--- src/rtl/sfb_pkg.sv ---
package sfb_pkg;

    typedef enum logic [2:0] {
        ST_IDLE,
        ST_RD_TURN,
        ST_RD,
        ST_WR,
        ST_FLUSH
    } link_state_e;

    typedef enum logic [1:0] {
        GR_NONE,
        GR_FLUSH,
        GR_RD,
        GR_WR
    } grant_e;

    typedef struct packed {
        logic oe_n;
        logic rd_n;
        logic wr_n;
        logic drive;
        logic flush_n;
    } pin_set_t;

    // Strobe levels for each link state; decoded from the state flop only.
    function automatic pin_set_t pins_for(link_state_e s);
        pin_set_t p;
        p.oe_n    = !(s == ST_RD_TURN || s == ST_RD);
        p.rd_n    = (s != ST_RD);
        p.wr_n    = (s != ST_WR);
        p.drive   = (s == ST_WR);
        p.flush_n = (s != ST_FLUSH);
        return p;
    endfunction

endpackage

--- src/rtl/sfb_rx_buf.sv ---
module sfb_rx_buf #(
    parameter int W     = 8,
    parameter int DEPTH = 4
) (
    input  logic         clk,
    input  logic         rst,
    input  logic         push,
    input  logic [W-1:0] din,
    input  logic         pop,
    output logic [W-1:0] dout,
    output logic         not_empty,
    output logic         not_full,
    output logic         room_next
);
    localparam int AW = (DEPTH > 1) ? $clog2(DEPTH) : 1;
    localparam int CW = $clog2(DEPTH + 1);
    localparam logic [AW-1:0] LAST = AW'(DEPTH - 1);
    localparam logic [CW-1:0] FULL = CW'(DEPTH);

    logic [W-1:0]  mem [DEPTH];
    logic [AW-1:0] wptr_q, rptr_q;
    logic [CW-1:0] cnt_q, cnt_next;

    assign cnt_next  = cnt_q + CW'(push) - CW'(pop);
    assign not_empty = (cnt_q != '0);
    assign not_full  = (cnt_q < FULL);
    assign room_next = (cnt_next < FULL);
    assign dout      = mem[rptr_q];

    always_ff @(posedge clk) begin
        if (push) mem[wptr_q] <= din;
    end

    always_ff @(posedge clk) begin
        if (rst) begin
            wptr_q <= '0;
            rptr_q <= '0;
            cnt_q  <= '0;
        end else begin
            if (push) wptr_q <= (wptr_q == LAST) ? '0 : wptr_q + 1'b1;
            if (pop)  rptr_q <= (rptr_q == LAST) ? '0 : rptr_q + 1'b1;
            cnt_q <= cnt_next;
        end
    end

    a_r7_no_overflow: assert property (@(posedge clk) disable iff (rst)
        push |-> (cnt_q < FULL));
    a_r7_no_underflow: assert property (@(posedge clk) disable iff (rst)
        pop |-> (cnt_q != '0));
    a_r7_bounded: assert property (@(posedge clk) disable iff (rst)
        cnt_q <= FULL);

endmodule

--- src/rtl/sfb_tx_hold.sv ---
module sfb_tx_hold #(
    parameter int W = 8
) (
    input  logic         clk,
    input  logic         rst,
    input  logic         load,
    input  logic         consume,
    input  logic [W-1:0] din,
    output logic [W-1:0] dout,
    output logic         full
);
    always_ff @(posedge clk) begin
        if (rst) begin
            full <= 1'b0;
            dout <= '0;
        end else begin
            if (load) begin
                dout <= din;
                full <= 1'b1;
            end else if (consume) begin
                full <= 1'b0;
            end
        end
    end

    // a byte is only consumed while one is held
    a_r4_consume_held: assert property (@(posedge clk) disable iff (rst)
        consume |-> full);
    // a held byte stays unchanged until it is consumed or replaced
    a_r4_hold_stable: assert property (@(posedge clk) disable iff (rst)
        (full && !load && !consume) |=> (full && $stable(dout)));

endmodule

--- src/rtl/sfb_arbiter.sv ---
module sfb_arbiter
    import sfb_pkg::*;
(
    input  logic   clk,
    input  logic   rst,
    input  logic   idle,
    input  logic   can_rd,
    input  logic   can_wr,
    input  logic   flush_req,
    output grant_e grant
);
    logic last_rd_q;
    logic flush_pend_q;

    always_comb begin
        grant = GR_NONE;
        if (idle) begin
            if (flush_pend_q)          grant = GR_FLUSH;
            else if (can_rd && can_wr) grant = last_rd_q ? GR_WR : GR_RD;
            else if (can_rd)           grant = GR_RD;
            else if (can_wr)           grant = GR_WR;
        end
    end

    always_ff @(posedge clk) begin
        if (rst) begin
            last_rd_q    <= 1'b0;
            flush_pend_q <= 1'b0;
        end else begin
            if (grant == GR_RD) last_rd_q <= 1'b1;
            if (grant == GR_WR) last_rd_q <= 1'b0;
            flush_pend_q <= flush_req || (flush_pend_q && grant != GR_FLUSH);
        end
    end

    // on contention the direction granted last yields
    a_r8_alternate_rd: assert property (@(posedge clk) disable iff (rst)
        (grant == GR_RD && can_wr) |-> !last_rd_q);
    a_r8_alternate_wr: assert property (@(posedge clk) disable iff (rst)
        (grant == GR_WR && can_rd) |-> last_rd_q);
    // a request is remembered until served
    a_r9_req_kept: assert property (@(posedge clk) disable iff (rst)
        flush_req |=> flush_pend_q);

endmodule

--- src/rtl/sfb_bridge_ctrl.sv ---
module sfb_bridge_ctrl
    import sfb_pkg::*;
#(
    parameter int DATA_W   = 8,
    parameter int RX_DEPTH = 4
) (
    input  logic              clk,
    input  logic              rst,
    input  logic [DATA_W-1:0] bus_d_i,
    output logic [DATA_W-1:0] bus_d_o,
    output logic              bus_d_drive,
    input  logic              dev_rx_avail_n,
    input  logic              dev_tx_space_n,
    output logic              dev_oe_n,
    output logic              dev_rd_n,
    output logic              dev_wr_n,
    output logic              dev_flush_n,
    output logic [DATA_W-1:0] rx_data,
    output logic              rx_valid,
    input  logic              rx_ready,
    input  logic [DATA_W-1:0] tx_data,
    input  logic              tx_valid,
    output logic              tx_ready,
    input  logic              flush_req
);
    link_state_e state_q, state_d;
    pin_set_t    pins;
    grant_e      grant;

    logic rd_xfer, wr_xfer, rx_pop;
    logic rx_not_full, rx_room_next;
    logic hold_full, tx_load;
    logic can_rd, can_wr, idle;

    assign pins        = pins_for(state_q);
    assign dev_oe_n    = pins.oe_n;
    assign dev_rd_n    = pins.rd_n;
    assign dev_wr_n    = pins.wr_n;
    assign dev_flush_n = pins.flush_n;
    assign bus_d_drive = pins.drive;

    // Byte movement on this edge: device flag and local strobe both low
    assign rd_xfer = !pins.rd_n && !dev_rx_avail_n;
    assign wr_xfer = !pins.wr_n && !dev_tx_space_n;
    assign rx_pop  = rx_valid && rx_ready;

    assign idle   = (state_q == ST_IDLE);
    assign can_rd = !dev_rx_avail_n && rx_not_full;
    assign can_wr = !dev_tx_space_n && (hold_full || tx_valid);

    assign tx_load  = (idle && grant == GR_WR && !hold_full)
                   || (state_q == ST_WR && wr_xfer && tx_valid);
    assign tx_ready = tx_load;

    sfb_rx_buf #(.W(DATA_W), .DEPTH(RX_DEPTH)) u_rx_buf (
        .clk       (clk),
        .rst       (rst),
        .push      (rd_xfer),
        .din       (bus_d_i),
        .pop       (rx_pop),
        .dout      (rx_data),
        .not_empty (rx_valid),
        .not_full  (rx_not_full),
        .room_next (rx_room_next)
    );

    sfb_tx_hold #(.W(DATA_W)) u_tx_hold (
        .clk     (clk),
        .rst     (rst),
        .load    (tx_load),
        .consume (wr_xfer),
        .din     (tx_data),
        .dout    (bus_d_o),
        .full    (hold_full)
    );

    sfb_arbiter u_arb (
        .clk       (clk),
        .rst       (rst),
        .idle      (idle),
        .can_rd    (can_rd),
        .can_wr    (can_wr),
        .flush_req (flush_req),
        .grant     (grant)
    );

    always_comb begin
        state_d = state_q;
        unique case (state_q)
            ST_IDLE: begin
                unique case (grant)
                    GR_FLUSH: state_d = ST_FLUSH;
                    GR_RD:    state_d = ST_RD_TURN;
                    GR_WR:    state_d = ST_WR;
                    default:  state_d = ST_IDLE;
                endcase
            end
            ST_RD_TURN: state_d = can_rd ? ST_RD : ST_IDLE;
            // Stay only if the byte committed by the registered strobe fits
            ST_RD:      state_d = (!dev_rx_avail_n && rx_room_next) ? ST_RD : ST_IDLE;
            ST_WR:      state_d = (wr_xfer && tx_valid) ? ST_WR : ST_IDLE;
            ST_FLUSH:   state_d = ST_IDLE;
            default:    state_d = ST_IDLE;
        endcase
    end

    always_ff @(posedge clk) begin
        if (rst) state_q <= ST_IDLE;
        else     state_q <= state_d;
    end

    // output-enable leads the read strobe by at least one cycle
    a_r3_oe_leads_rd: assert property (@(posedge clk) disable iff (rst)
        $fell(dev_rd_n) |-> !$past(dev_oe_n));
    // no contention on the shared bus
    a_r3_no_fight: assert property (@(posedge clk) disable iff (rst)
        !(bus_d_drive && !dev_oe_n));
    // a quiet cycle precedes bus drive
    a_r5_gap: assert property (@(posedge clk) disable iff (rst)
        $rose(bus_d_drive) |-> ($past(dev_oe_n) && $past(dev_rd_n)));
    // single-clock pulse, never during a write strobe
    a_r9_one_clock: assert property (@(posedge clk) disable iff (rst)
        !dev_flush_n |=> dev_flush_n);
    a_r9_not_in_write: assert property (@(posedge clk) disable iff (rst)
        !dev_flush_n |-> dev_wr_n);
    // a write strobe always has a byte behind it
    a_r4_byte_behind_wr: assert property (@(posedge clk) disable iff (rst)
        !dev_wr_n |-> hold_full);
    // bursts end after a refusing edge
    a_r10_rd_stop: assert property (@(posedge clk) disable iff (rst)
        (!dev_rd_n && dev_rx_avail_n) |=> dev_rd_n);
    a_r10_wr_stop: assert property (@(posedge clk) disable iff (rst)
        (!dev_wr_n && dev_tx_space_n) |=> dev_wr_n);

endmodule

--- config.mk ---
export PLATFORM = sky130hd
export DESIGN_NAME = sfb_bridge_ctrl
export DESIGN_NICKNAME = d
export VERILOG_FILES = /design/src/rtl/sfb_pkg.sv /design/src/rtl/sfb_rx_buf.sv /design/src/rtl/sfb_tx_hold.sv /design/src/rtl/sfb_arbiter.sv /design/src/rtl/sfb_bridge_ctrl.sv
export SDC_FILE = /design/constraint.sdc
export NUM_CORES = 1
export LEC_CHECK = 0
export BUFFER_PORTS_ARGS = -buffer_cell sky130_fd_sc_hd__buf_4
export CORE_MARGIN = 3
export CORE_UTILIZATION = 45
export DETAILED_ROUTE_END_ITERATION = 16
export PLACE_DENSITY = 0.67
export RECOVER_POWER = 100
export SLEW_MARGIN = 30
export SYNTH_ARGS = -nofsm -noshare
export SYNTH_HDL_FRONTEND = slang
export SYNTH_SLANG_ARGS = --single-unit
--- constraint.sdc ---
create_clock -name clk -period 5.1 [get_ports clk]
set_clock_uncertainty 0.15 [all_clocks]
set_input_delay 0.255 -clock clk [delete_from_list [all_inputs] [get_ports clk]]
set_output_delay 0.255 -clock clk [all_outputs]
set_load 0.02 [all_outputs]
# Word-level counts from Yosys, hierarchy flattened
# Memory sizes are Yosys's and may differ from the RTL's. A register that Yosys moved wholly into a read port is not among the register bits.
# Cells that the tools add are included.
# W data, S select, Z words.
[totals]
in_bits = 23
mem_count = 1
ramBits = 32
reg_bits = 21
output_inout_bits = 23
[memory_table]
columns = ["memory", "depth", "width", "read_ports", "rd_ports_with_merged_regs", "write_ports", "line", "text"]
rows = [
  ["u_rx_buf.mem", 4, 8, 1, 1, 1, "sfb_rx_buf.sv:20", "logic [W-1:0] mem [DEPTH];"],
]
[classes]
eq_ne = 12
n_addsub = 4
reduce_logical = 27
n_mux = 19
magnitude_cmp = 2
[op_table]
columns = ["cell", "n"]
rows = [
  ["$mux W2", 12],
  ["$logic_and A1 B1 Y1", 13],
  ["$pmux W3 S4", 1],
  ["$pmux W3 S3", 1],
  ["$eq A2 B2 Y1 const B", 4],
  ["$eq A3 B2 Y1 const B", 2],
  ["$logic_not A1 Y1", 6],
  ["$lt A3 B3 Y1 const B", 2],
  ["$ne A3 B2 Y1 const B", 2],
  ["$mux W1", 5],
  ["$add A2 B1 Y2 const B", 2],
  ["$logic_or A1 B1 Y1", 4],
  ["$add A3 B1 Y3", 1],
  ["$eq A3 B1 Y1 const B", 1],
  ["$logic_not A3 Y1", 1],
  ["$ne A3 B3 Y1 const B", 1],
  ["$reduce_bool A3 Y1", 1],
  ["$sub A3 B1 Y3", 1],
  ["$eq A2 B1 Y1 const B", 1],
  ["$ne A2 B1 Y1 const B", 1],
  ["$reduce_bool A2 Y1", 1],
  ["$reduce_or A2 Y1", 1],
]

# Longest topological paths before layout
# Gate-level depths: netlist (run 1).
[logic_depth]
depth_word = 12
ltp_mapped = 9
mapped_depth_nobuf = 9

# By module
# From an unflattened synthesis (run 1), not the netlist that was laid out.
[hier_totals]
hier_cells = 154
area_unflattened_um2 = 2238.4
[modules_own_cells]
columns = ["module", "n_inst", "area_per_inst_um2", "cells_each"]
rows = [
  ["sfb_rx_buf", 1, 1602.8, 84],
  ["sfb_tx_hold", 1, 321.6, 30],
  ["sfb_bridge_ctrl", 1, 211.5, 28],
  ["sfb_arbiter", 1, 102.6, 12],
]

# Least setup slack after synthesis (run 1)
# OpenSTA, ideal clock, no wires.
[synth_path]
path_type = "flip-flop to flip-flop"
from = "reg u_rx_buf.cnt_q[2]"
to = "reg state_q[1]"
arrival_time_ps = 2311
t_required_ps = 4835
path_buffers = 0
setup_ps = 115
path_stages_with_launch = 10
slack_ps = 2525
path_cell_list = "dfxtp_1 or3_1 nand3_1 o21ai_0 ha_1 fa_1 xnor2_1 xnor2_1 a22o_1 o21a_1"
[synth_between]
word_cells_on_any_way = 20
classes_between = "add/sub: 2; order compare: 2; eq/ne: 3; mux: 8; reduce/logical: 5"
[synth_lines]
columns = ["element", "line", "text"]
rows = [
  ["start: declaration", "sfb_rx_buf.sv:22", "logic [CW-1:0] cnt_q, cnt_next;"],
  ["start signal: assignment", "sfb_rx_buf.sv:42", "cnt_q <= cnt_next;"],
  ["$reduce_bool A3 Y1", "sfb_rx_buf.sv:25", "assign not_empty = (cnt_q != '0);"],
  ["via rx_valid", "sfb_bridge_ctrl.sv:19", "output logic rx_valid,"],
  ["$logic_and A1 B1 Y1", "sfb_bridge_ctrl.sv:45", "assign rx_pop = rx_valid && rx_ready;"],
  ["$sub A3 B1 Y3", "sfb_rx_buf.sv:24", "assign cnt_next = cnt_q + CW'(push) - CW'(pop);"],
  ["$lt A3 B3 Y1", "sfb_rx_buf.sv:27", "assign room_next = (cnt_next < FULL);"],
  ["$logic_and A1 B1 Y1", "sfb_bridge_ctrl.sv:100", "ST_RD: state_d = (!dev_rx_avail_n && rx_room_next) ? ST_RD : ST_IDLE;"],
  ["$mux W2", "sfb_bridge_ctrl.sv:100", ""],
  ["$pmux W3 S4", "sfb_bridge_ctrl.sv:89", "unique case (state_q)"],
  ["end signal: assignment", "sfb_bridge_ctrl.sv:109", "else state_q <= state_d;"],
  ["end: declaration", "sfb_bridge_ctrl.sv:26", "link_state_e state_q, state_d;"],
]
# The timed path passes the listed nets, and every way through them passes these cells.
# A chain may end at the register's enable or synchronous reset.

# Final worst setup path (run 1)
[layout_path]
from = "reg state_q[2]"
to = "out tx_ready"
[layout_between]
elab_chain_cells = 6
word_cells_on_any_way = 12
classes_between = "eq/ne: 3; mux: 1; reduce/logical: 8"
[layout_lines]
columns = ["element", "line", "text"]
rows = [
  ["$logic_not A3 Y1 / $ne A3 B2 Y1 (equally long branches)", "sfb_bridge_ctrl.sv:47, sfb_pkg.sv:31", ""],
  ["$mux W2 / $logic_not A1 Y1 (equally long branches)", "sfb_arbiter.sv:17, sfb_bridge_ctrl.sv:44", ""],
  ["$eq A2 B2 Y1 / $logic_and A1 B1 Y1 (equally long branches)", "sfb_bridge_ctrl.sv:51, sfb_bridge_ctrl.sv:44", ""],
  ["$logic_and A1 B1 Y1 (on tied branches) (2 in a row)", "sfb_bridge_ctrl.sv:51, sfb_bridge_ctrl.sv:52", ""],
  ["$logic_or A1 B1 Y1 (*)", "sfb_bridge_ctrl.sv:52", "|| (state_q == ST_WR && wr_xfer && tx_valid);"],
  ["end: declaration", "sfb_bridge_ctrl.sv:23", "output logic tx_ready,"],
]
# Mark *: on every way between the ends. The rest lies on a longest branch, timed or not.

==> results of run 1 <==
## synth_stat cells
| cell type | n | area share, % |
|---|---|---|
| buf_6 | 1 | 0.49 |
| buf_2 | 1 | 0.22 |
| nor3b_1 | 1 | 0.33 |
| buf_1 | 1 | 0.16 |
| nand2_1 | 4 | 0.65 |
| a22o_1 | 1 | 0.38 |
| nand2b_1 | 19 | 5.2 |
| buf_4 | 1 | 0.33 |
| o31ai_2 | 1 | 0.54 |
| nor2_4 | 1 | 0.49 |
| o21bai_1 | 1 | 0.33 |
| a21boi_0 | 1 | 0.33 |
| and2_1 | 4 | 1.1 |
| a21oi_1 | 6 | 1.3 |
| nor3_1 | 2 | 0.44 |
| xnor2_1 | 2 | 0.76 |
| inv_1 | 6 | 0.98 |
| o31ai_1 | 1 | 0.33 |
| o21ai_0 | 3 | 0.65 |
| edfxtp_1 | 32 | 42 |
| nor2b_1 | 2 | 0.54 |
| fa_1 | 1 | 0.87 |
| o21a_1 | 2 | 0.65 |
| or3b_1 | 1 | 0.38 |
| clkbuf_1 | 3 | 0.49 |
| nor2_1 | 8 | 1.3 |
| mux4_2 | 8 | 7.8 |
| xor2_1 | 1 | 0.38 |
| o21ba_1 | 1 | 0.44 |
| nand3_1 | 2 | 0.44 |
| ha_1 | 6 | 3.3 |
| mux2i_1 | 10 | 4.4 |
| dfxtp_1 | 23 | 20 |
| nor4_4 | 1 | 0.92 |
| or3_1 | 4 | 1.1 |
| nand3b_1 | 1 | 0.33 |
## state kept, by name (all words and copies together) (netlist names), named ones only
signal and flops:
state_q 3, u_arb.flush_pend_q 1, u_arb.last_rd_q 1, u_rx_buf.cnt_q 3, u_rx_buf.mem 32, u_rx_buf.rptr_q 2
u_rx_buf.wptr_q 2, u_tx_hold.dout 8, u_tx_hold.full 1
## cells by family after synthesis
family / synth area share [%]
muxes: 12.2
xor gates and xnor gates: 1.14
DFF: 61.8
buffers and inverters: 2.66
and+or+nand+nor: 13.2
AOI/OAI and AO/OA: 4.95
adders and majority gates: 4.13
## worst register-to-register path, cell delays in order, from the launching register on
cell and delay (ns):
dfxtp_1 0.36, or3_1 0.44, nand3_1 0.16, o21ai_0 0.12, ha_1 0.22, fa_1 0.39, xnor2_1 0.15, xnor2_1 0.15
a22o_1 0.24, o21a_1 0.16
## per-stage QoR
stage                     util (%)  instances
after detailed placement      55.9        269
after floorplan                  -        163
after CTS                     59.7        286
after global routing          56.7        286
final                         56.7        286
after global placement        55.9        269
## worst max-delay path by stage
stage / slack, ns / end / start / cells past startpoint
after floorplan: 2.52 / state_q[1]$_SDFF_PP0_ / u_rx_buf.cnt_q[2]$_SDFF_PP0_ / 9
after global placement: 2.59 / state_q[1]$_SDFF_PP0_ / u_rx_buf.cnt_q[2]$_SDFF_PP0_ / 9
after detailed placement: 2.48 / state_q[1]$_SDFF_PP0_ / u_rx_buf.cnt_q[2]$_SDFF_PP0_ / 9
after CTS: 2.45 / state_q[1]$_SDFF_PP0_ / u_rx_buf.cnt_q[2]$_SDFF_PP0_ / 9
after global routing: 2.11 / tx_ready / state_q[2]$_SDFF_PP0_ / 5
final: 2.34 / tx_ready / state_q[2]$_SDFF_PP0_ / 5
## per-layer routing
| metal | vias up | GRT usage, % |
|---|---|---|
| met2 | 33 | 26.4 |
| met5 | - | 0 |
| met3 | 5 | 4.06 |
| li1 | 694 | - |
| met1 | 679 | 16.8 |
| met4 | 0 | 5.34 |
## area by class of cell
type / count / area [sq um]
clock buffers: 5 / 68.8
clock inverters: 3 / 23.8
fillers: 448 / 2090
inverters: 6 / 22.5
multi-input cells: 95 / 796
flip-flops and latches: 55 / 1420
well taps: 67 / 83.8
repair buffers: 55 / 315
## power by group
group          switching, uW  total (uW)  internal (uW)
combinational            132         244            113
sequential              37.4         536            499
clock                    145         244           98.9
total                    314        1020            710
## cell usage in the layout, fill, tap and decap left out, types with 8 or more instances in the layout
master,synthesis,final
clkbuf_1,3,32
edfxtp_1,32,32
dfxtp_1,23,23
nand2b_1,19,19
buf_4,1,14
mux2i_1,10,10
nor2_1,8,9
dlygate4sd3_1,0,9
mux4_2,8,8
==> impl_results.md, run 1 <==
- Pre-CTS setup slack: 2.48 ns
- Kind of critical path: reg -> out
- Synthesized Nets: 193
- Initial Util: 47.8%
- Hold Path Class: in -> reg
- Buffers on Ports: 45
- Synth Instances: 163
- First-pass GRT wire length: 6.89 mm
- Core ar.: 4820 sq um
- Pwr/cell area: 375 nW/um^2
- CP max stage cell: clkbuf_1
- Vias in the first global route: 1,440
- DRT Pass-1 Iters: 4
- Design Power: 1020 uW
- R2R depth: 9
- Congestion Overflow GR: 0
- Final RePlAce weighted congestion: 0.764
- Cell mode on critical path: clkbuf_1
- Initial antenna violation count: 0
- Max-capacitance violation count: 0
- RSZ-0062 raised after global routing: false
- Sequential share of the synthesized area: 61.8%
- Area after DPL: 2690 sq um
- Final ANT Viol Nets: 0
- Clk_lat worst skew: 0.31 ns
- Crit-path max FO: 10
- Antenna cell count: 0
- Crit start category: flip-flop
- Vias per inst: 4.93
- Cts bufs inserted: 5
- Hold Buf Count CTS: 9
- Family with the most delay on the worst path: buffers and inverters
- Final critical-path share of the clock period: 54.2%
- Worst R2R Setup Slack: 2.47 ns
- Minimum clock period after layout: 2.76 ns
- Static Leak: 0.000955 uW
- Yosys cell types: 36
- Top sig layer: met4
- GRT Overall Usage: 14.8%
- Yosys warns: 0
- Met3 WL: 161 um
- Final hold vios: 0
- Crit Reg-Reg Startpoint: u_rx_buf.cnt_q[2]$_SDFF_PP0_
- Worst EP required: 4.70 ns
- Max Transition Viols Final: 0
- Bufs on Longest Clock Path: 2
- Largest net degree at the start of global routing: 32
- RR Endpoint: state_q[1]$_SDFF_PP0_
- Worst Hold Launch: tx_data[0]
- Crit-path cells: nor4_1 > o31ai_1 > o31ai_2 > clkbuf_1 > clkbuf_1
- Drt wl/cell: 14.2 um
- Met1 wire length: 1.72 mm
- WL final: 4.06 mm
- IO Count: 46
- Slew @ Worst Pin: 0.664 ns
- Worst Hold Slack: 0.0565 ns
- TritonCTS clock tree: done
- Worst hold stages: 3
- Synth Area per Inst: 14.1 sq um
- F_max: 362 MHz
- Status: finished, final reports clean
- Share of layout cells above drive strength 1: 14.2%
- #FFs+latches synth: 55
- Post-CTS setup buffers: 0
- Post_cts resized: 0
- Final worst slack: 2.34 ns
- DIE AREA: 6010 sq um
- Nets@finish: 248
- Worst hold path endpoint: u_tx_hold.dout[0]$_SDFFE_PP0P_
- Vias: 1,411
- Synth-to-Final Area Change: 18.7%
- Final setup fails: 0
- Clk pin slew, worst setup/hold paths: 0.10 ns
- CP Data Arrival Time: 2.36 ns
- Max-slew headroom: 55.8%
- Met2 wire length: 2.12 mm
- Starting DRT DRC Count: 76
- Design Area, Final: 2730 sq um
- Crit path buffers/inverters: 2
- Hpwl dp: 2.90 mm
- Die H: 77.5 um
- Setup TNS: 0 ns
- # DRC: 0
- Sink Count: 55
- Maximum vdd ir drop: 0.131 mV
- Root Driver: clkbuf_8
- Die W: 77.5 um
- H-tree depth: 2
- CP endpoint kind: output port
- # rows: 25
- Max incr delay on CP: 0.54 ns
- Synthesized area: 2300 sq um
Note: power is estimated with default switching activity, not from simulation.
==> run 2: changes to the inputs <==
- PLACE_DENSITY: 0.67 -> 0.7
- clock period: 5.1 -> 2.27 ns (I/O delays scaled with it)
==> run 2 against run 1 <==
Net effect: the run now ends with negative setup slack left; largest cell class unchanged; die area is the same; largest power group unchanged; hold slack lost 0.052 ns; highest routed layer unchanged; total power grew to 2.5 times the previous value; critical path depth grew 4; count of clock-buffer cells in the layout grew 1; routed wire length grew 12%; via count grew 9.7%; first-iteration DRC count shrank 64%.
==> impl_results.md, run 2 (synthesized netlist as in run 1, its figures left out) <==
- Final hold vios: 0
- Largest net degree at the start of global routing: 32
- Commonest non-fill, non-tap cells in the layout: 32 x edfxtp_1, 26 x clkbuf_1, 26 x buf_4, 22 x dfxtp_1, 19 x nand2b_1
- Drt wl/cell: 14.9 um
- Nets@finish: 267
- Crit-path max FO: 2
- Pwr/cell area: 871 nW/um^2
- Worst R2R Setup Slack: -0.009 ns
- Clk_lat worst skew: 0.30 ns
- Vias per inst: 5.08
- Buffers on Ports: 45
- Minimum clock period after layout: 2.28 ns
- DRT Pass-1 Iters: 4
- Final RePlAce weighted congestion: 0.806
- Most common cell after layout, fill and taps aside: edfxtp_1
- Final ANT Viol Nets: 0
- R2R depth: 9
- CP endpoint: state_q[1]$_SDFF_PP0_
- RR Endpoint: state_q[1]$_SDFF_PP0_
- Vias: 1,548
- Multi-input gate area: 847 sq um
- Crit path launch: u_rx_buf.cnt_q[0]$_SDFF_PP0_
- DIE AREA: 6010 sq um
- Static Leak: 0.00109 uW
- Largest registers: u_rx_buf.mem (32), u_tx_hold.dout (8)
- Max-capacitance violation count: 0
- Final critical-path share of the clock period: 100%
- DP Cell Count: 277
- Root Driver: clkbuf_8
- Max Transition Viols Final: 0
- Non-Filler Instances: 305
- GRT Overall Usage: 16.5%
- Congestion Overflow GR: 0
- H-tree depth: 2
- Max-slew headroom: 56.1%
- Kind of critical path: reg -> reg
- Antenna cell count: 0
- Synth-to-Final Area Change: 30.2%
- CP Data Arrival Time: 2.34 ns
- Hold Path Class: in -> reg
- Initial Util: 47.8%
- Status: complete, but fails checks
- Pre-CTS setup slack: -0.0464 ns
- Hpwl dp: 3.18 mm
- Vias in the first global route: 1,662
- Share of layout cells above drive strength 1: 23.9%
- Maximum vdd ir drop: 0.442 mV
- # DRC: 0
- Starting DRT DRC Count: 27
- Final setup fails: 1
- Core ar.: 4820 sq um
- Setup TNS: -0.00900 ns
- Most flop-heavy register: u_rx_buf.mem
- Worst EP required: 2.33 ns
- Failing checks: negative setup slack
- Slew @ Worst Pin: 0.659 ns
- Sink Count: 55
- Bufs on Longest Clock Path: 2
- Final worst slack: -0.00900 ns
- Crit Reg-Reg Startpoint: u_rx_buf.cnt_q[0]$_SDFF_PP0_
- Die H: 77.5 um
- # rows: 25
- WL final: 4.55 mm
- First-pass GRT wire length: 7.62 mm
- Crit start category: flip-flop
- Cts bufs inserted: 5
- Fillers: 420
- Largest register FFs: 32
- TritonCTS clock tree: done
- Initial antenna violation count: 0
- RSZ-0062 raised after global routing: true
- Sequential cell area: 1420 sq um
- Die W: 77.5 um
- Clk pin slew, worst setup/hold paths: 0.10 ns
- CP endpoint kind: flip-flop
- IO Count: 46
- F_max: 439 MHz
run 2: worst max-delay path, cell delays in order (launching register included):
cell and delay (ns):
dfxtp_2 0.33, or3_4 0.39, nand3_2 0.08, o21ai_2 0.06, ha_2 0.17, fa_2 0.35
xnor2_2 0.14, xnor2_1 0.14, a22o_1 0.21, o21a_1 0.16
run 2: per-stage QoR:
stage / hold WS, ns / total power [uW] / area (sq um) / utilization (%)
finish: 0.00413 / 2610 / 3000 / 62.2
global route: 0.00787 / 2750 / 3000 / 62.2
CTS: 0.000827 / 2690 / 3100 / 64.3
detailed placement: 0.167 / 1950 / 2770 / 57.5
global placement: 0.164 / 1900 / 2770 / 57.5
floorplan: 0.0624 / 1660 / 2320 / -
run 2: worst min path at each step:
stage	startpoint	endpoint	slack [ns]	cells after the start
after floorplan	bus_d_i[0]	u_rx_buf.mem[0][0]$_DFFE_PP_	0.06	0
after global placement	bus_d_i[0]	u_rx_buf.mem[0][0]$_DFFE_PP_	0.16	1
after detailed placement	bus_d_i[3]	u_rx_buf.mem[1][3]$_DFFE_PP_	0.17	1
after CTS	rst	u_rx_buf.wptr_q[1]$_SDFFE_PP0N_	0.0008	2
after global routing	rst	u_rx_buf.wptr_q[1]$_SDFFE_PP0N_	0.008	2
final	rst	u_arb.flush_pend_q$_SDFF_PP0_	0.004	2
run 2: cell type report:
class / instances / share of cell area [%]
Inverter: 6 / 0.752
Tap cell: 67 / 2.80
Clock buffer: 6 / 2.76
Sequential cell: 55 / 47.5
Timing Repair Buffer: 74 / 16.7
Clock inverter: 2 / 1.29
Multi-Input combinational cell: 95 / 28.3
run 2: power breakdown:
part           internal [uW]  switching, uW
Combinational            384            365
Sequential              1120           66.9
Clock                    363            310
Total                   1870            742
run 2: metal layers:
layer / vias to the layer above / GRT usage, % / routed length (um)
li1: 735 / - / -
met1: 750 / 17.2 / 1720
met2: 54 / 30.8 / 2480
met3: 9 / 4.76 / 264
met4: 0 / 6.41 / 84
met5: - / 0 / 0
run 2: repair_timing:
action                     4_1_cts  5_1_grt
pin swaps                        5        2
buffers inserted                 2        0
hold buffers                    18        0
resized for setup                3        1
setup endpoints to repair        1        2
hold endpoints to repair        42        0
==> run 3: changes to the inputs <==
--- a/config.mk
+++ b/config.mk
@@ -13,3 +13,2 @@
 export RECOVER_POWER = 100
-export SLEW_MARGIN = 30
 export SYNTH_ARGS = -nofsm -noshare
--- a/constraint.sdc
+++ b/constraint.sdc
@@ -4,2 +4,2 @@
 set_output_delay 0.1135 -clock clk [all_outputs]
-set_load 0.02 [all_outputs]
+set_load 0.005 [all_outputs]
==> run 3 against run 2 <==
Net effect: the flow still finishes with violations (negative setup slack); die area did not move; cell count rose by 0.66%; global-route usage fell by 0.53 points; count of clock-buffer cells in the layout fell by 1; core utilization rose by 0.88 points; hold slack improved by 0.054 ns; sequential share of layout area fell by 0.66 points; clock power fell by 19%; largest cell class unchanged.
==> impl_results.md, run 3 (synthesized netlist as in run 1, its figures left out) <==
- Die W: 77.5 um
- Static Leak: 0.00114 uW
- DIE AREA: 6010 sq um
- Root Driver: clkbuf_8
- Clock network fraction of total power: 22.2%
- Crit start category: flip-flop
- Sink Count: 55
- First-pass GRT wire length: 7.36 mm
- Final critical-path share of the clock period: 102%
- Final RePlAce weighted congestion: 0.796
- Worst hold stages: 4
- Final Util: 63.1%
- Fillers: 394
- Sequential Power Share: 48.4%
- F_max: 431 MHz
- Failing checks: negative setup slack
- Largest register FFs: 32
- Core ar.: 4820 sq um
- Design Power: 2460 uW
- Drt wl/cell: 14.5 um
- Gate power share: 29.4%
- Worst Hold Slack: 0.0582 ns
- Grt met3 use: 5.10%
- GR Util met2: 30.7%
- TritonCTS clock tree: done
- Nets@finish: 269
- Congestion Overflow GR: 0
- Max Transition Viols Final: 0
- Slew @ Worst Pin: 0.559 ns
- Largest registers: u_rx_buf.mem (32), u_tx_hold.dout (8)
- Hpwl dp: 3.04 mm
- Most flop-heavy register: u_rx_buf.mem
- Die H: 77.5 um
- Synth-to-Final Area Change: 32.1%
- Final ANT Viol Nets: 0
- GRT Overall Usage: 15.9%
- Clk_lat worst skew: 0.31 ns
- Final hold vios: 0
- Met1 Use GR: 16.2%
- Maximum vdd ir drop: 0.422 mV
- Worst EP required: 2.33 ns
- Grt peak-use layer: met2
- Commonest non-fill, non-tap cells in the layout: 33 x buf_4, 32 x edfxtp_1, 22 x dfxtp_1, 21 x dlygate4sd3_1, 19 x nand2b_1
- Sw power: 675 uW
- Share of layout cells above drive strength 1: 28.3%
- Vias: 1,519
- Non-Filler Instances: 307
- Buffers on Ports: 45
- Initial Util: 47.8%
- Minimum clock period after layout: 2.32 ns
- Largest net degree at the start of global routing: 32
- Pwr/cell area: 808 nW/um^2
- Area after DPL: 2770 sq um
- H-tree depth: 2
- Cts bufs inserted: 5
- Max-capacitance violation count: 0
- Final worst slack: -0.0508 ns
- Most common cell after layout, fill and taps aside: buf_4
- DRT Pass-1 Iters: 4
- Starting DRT DRC Count: 30
- R2R depth: 9
- Kind of critical path: reg -> reg
- Vias in the first global route: 1,605
- Bufs on Longest Clock Path: 2
- Crit-path max FO: 2
- Design Area, Final: 3040 sq um
- Vias per inst: 4.95
- Final setup fails: 1
- Max-slew headroom: 62.7%
- # rows: 25
- RSZ-0062 raised after global routing: true
- Switch share: 27.5%
- Hold Path Class: in -> reg
- Clk pin slew, worst setup/hold paths: 0.09 ns
- Status: complete, but fails checks
- Initial antenna violation count: 0
- # DRC: 0
- Antenna cell count: 0
- CP endpoint kind: flip-flop
- IO Count: 46
- WL final: 4.44 mm
- Internal power: 1780 uW
- DP Cell Count: 277
- CP Data Arrival Time: 2.38 ns
==> run 3: metrics by stage <==
stage          setup TNS (ns)  setup slack (ns)
4_1_cts               -0.0908           -0.0908
2_1_floorplan        -0.00887          -0.00887
5_1_grt                -0.134            -0.133
3_3_place_gp                0            0.0213
6_report              -0.0508           -0.0508
3_5_place_dp          -0.0876           -0.0876
==> run 3: final cells by class <==
cell class                 instances  area (sq um)  area share, %
clock buffer                       5          68.8           2.26
clock inverter                     3          22.5          0.741
inverter                           6          22.5          0.741
multi-input combinational         95           841           27.7
sequential                        55          1420           46.8
tap                               67          83.8           2.76
timing repair buffer              76           578           19.0
==> run 3: power by group through the flow <==
stage               Clock [uW]  Combinational [uW]  Sequential (uW)
finish                     545                 721             1190
global route               594                 791             1200
CTS                        557                 740             1190
detailed placement           0                 642             1210
global placement             0                 605             1210
floorplan                    0                 391             1180
==> run 3: path summary, 6_finish.rpt <==
path                                                        to  slack, ns                           start
worst min register to register  u_tx_hold.dout[0]$_SDFFE_PP0P_       0.33  u_tx_hold.dout[0]$_SDFFE_PP0P_
worst max register to register           state_q[1]$_SDFF_PP0_      -0.05    u_rx_buf.cnt_q[2]$_SDFF_PP0_
worst max-delay path                     state_q[1]$_SDFF_PP0_      -0.05    u_rx_buf.cnt_q[2]$_SDFF_PP0_
worst min-delay path              u_arb.last_rd_q$_SDFFE_PP0P_       0.06                        tx_valid
==> run 3: timing repair <==
action,in CTS,in global routing
buffers inserted,1,0
hold buffers,21,0
resized for setup,2,0
endpoints found under the hold margin,48,0
gates cloned,0,0
endpoints found under the setup margin,1,2
pin swaps,7,3
==> run 3: critical path: stages, from the launching register on <==
cell and delay [ns]:
dfxtp_1 0.33, or3_4 0.40, nand3_2 0.08, o21ai_1 0.07, ha_2 0.17, fa_2 0.36
xnor2_2 0.15, xnor2_1 0.14, a22o_1 0.22, o21a_1 0.16
==> run 3: layer usage <==
layer / vias to the layer above / routed length [um]
li1: 738 / -
met1: 724 / 1730
met2: 51 / 2380
met3: 6 / 270
met4: 0 / 61
met5: - / 0
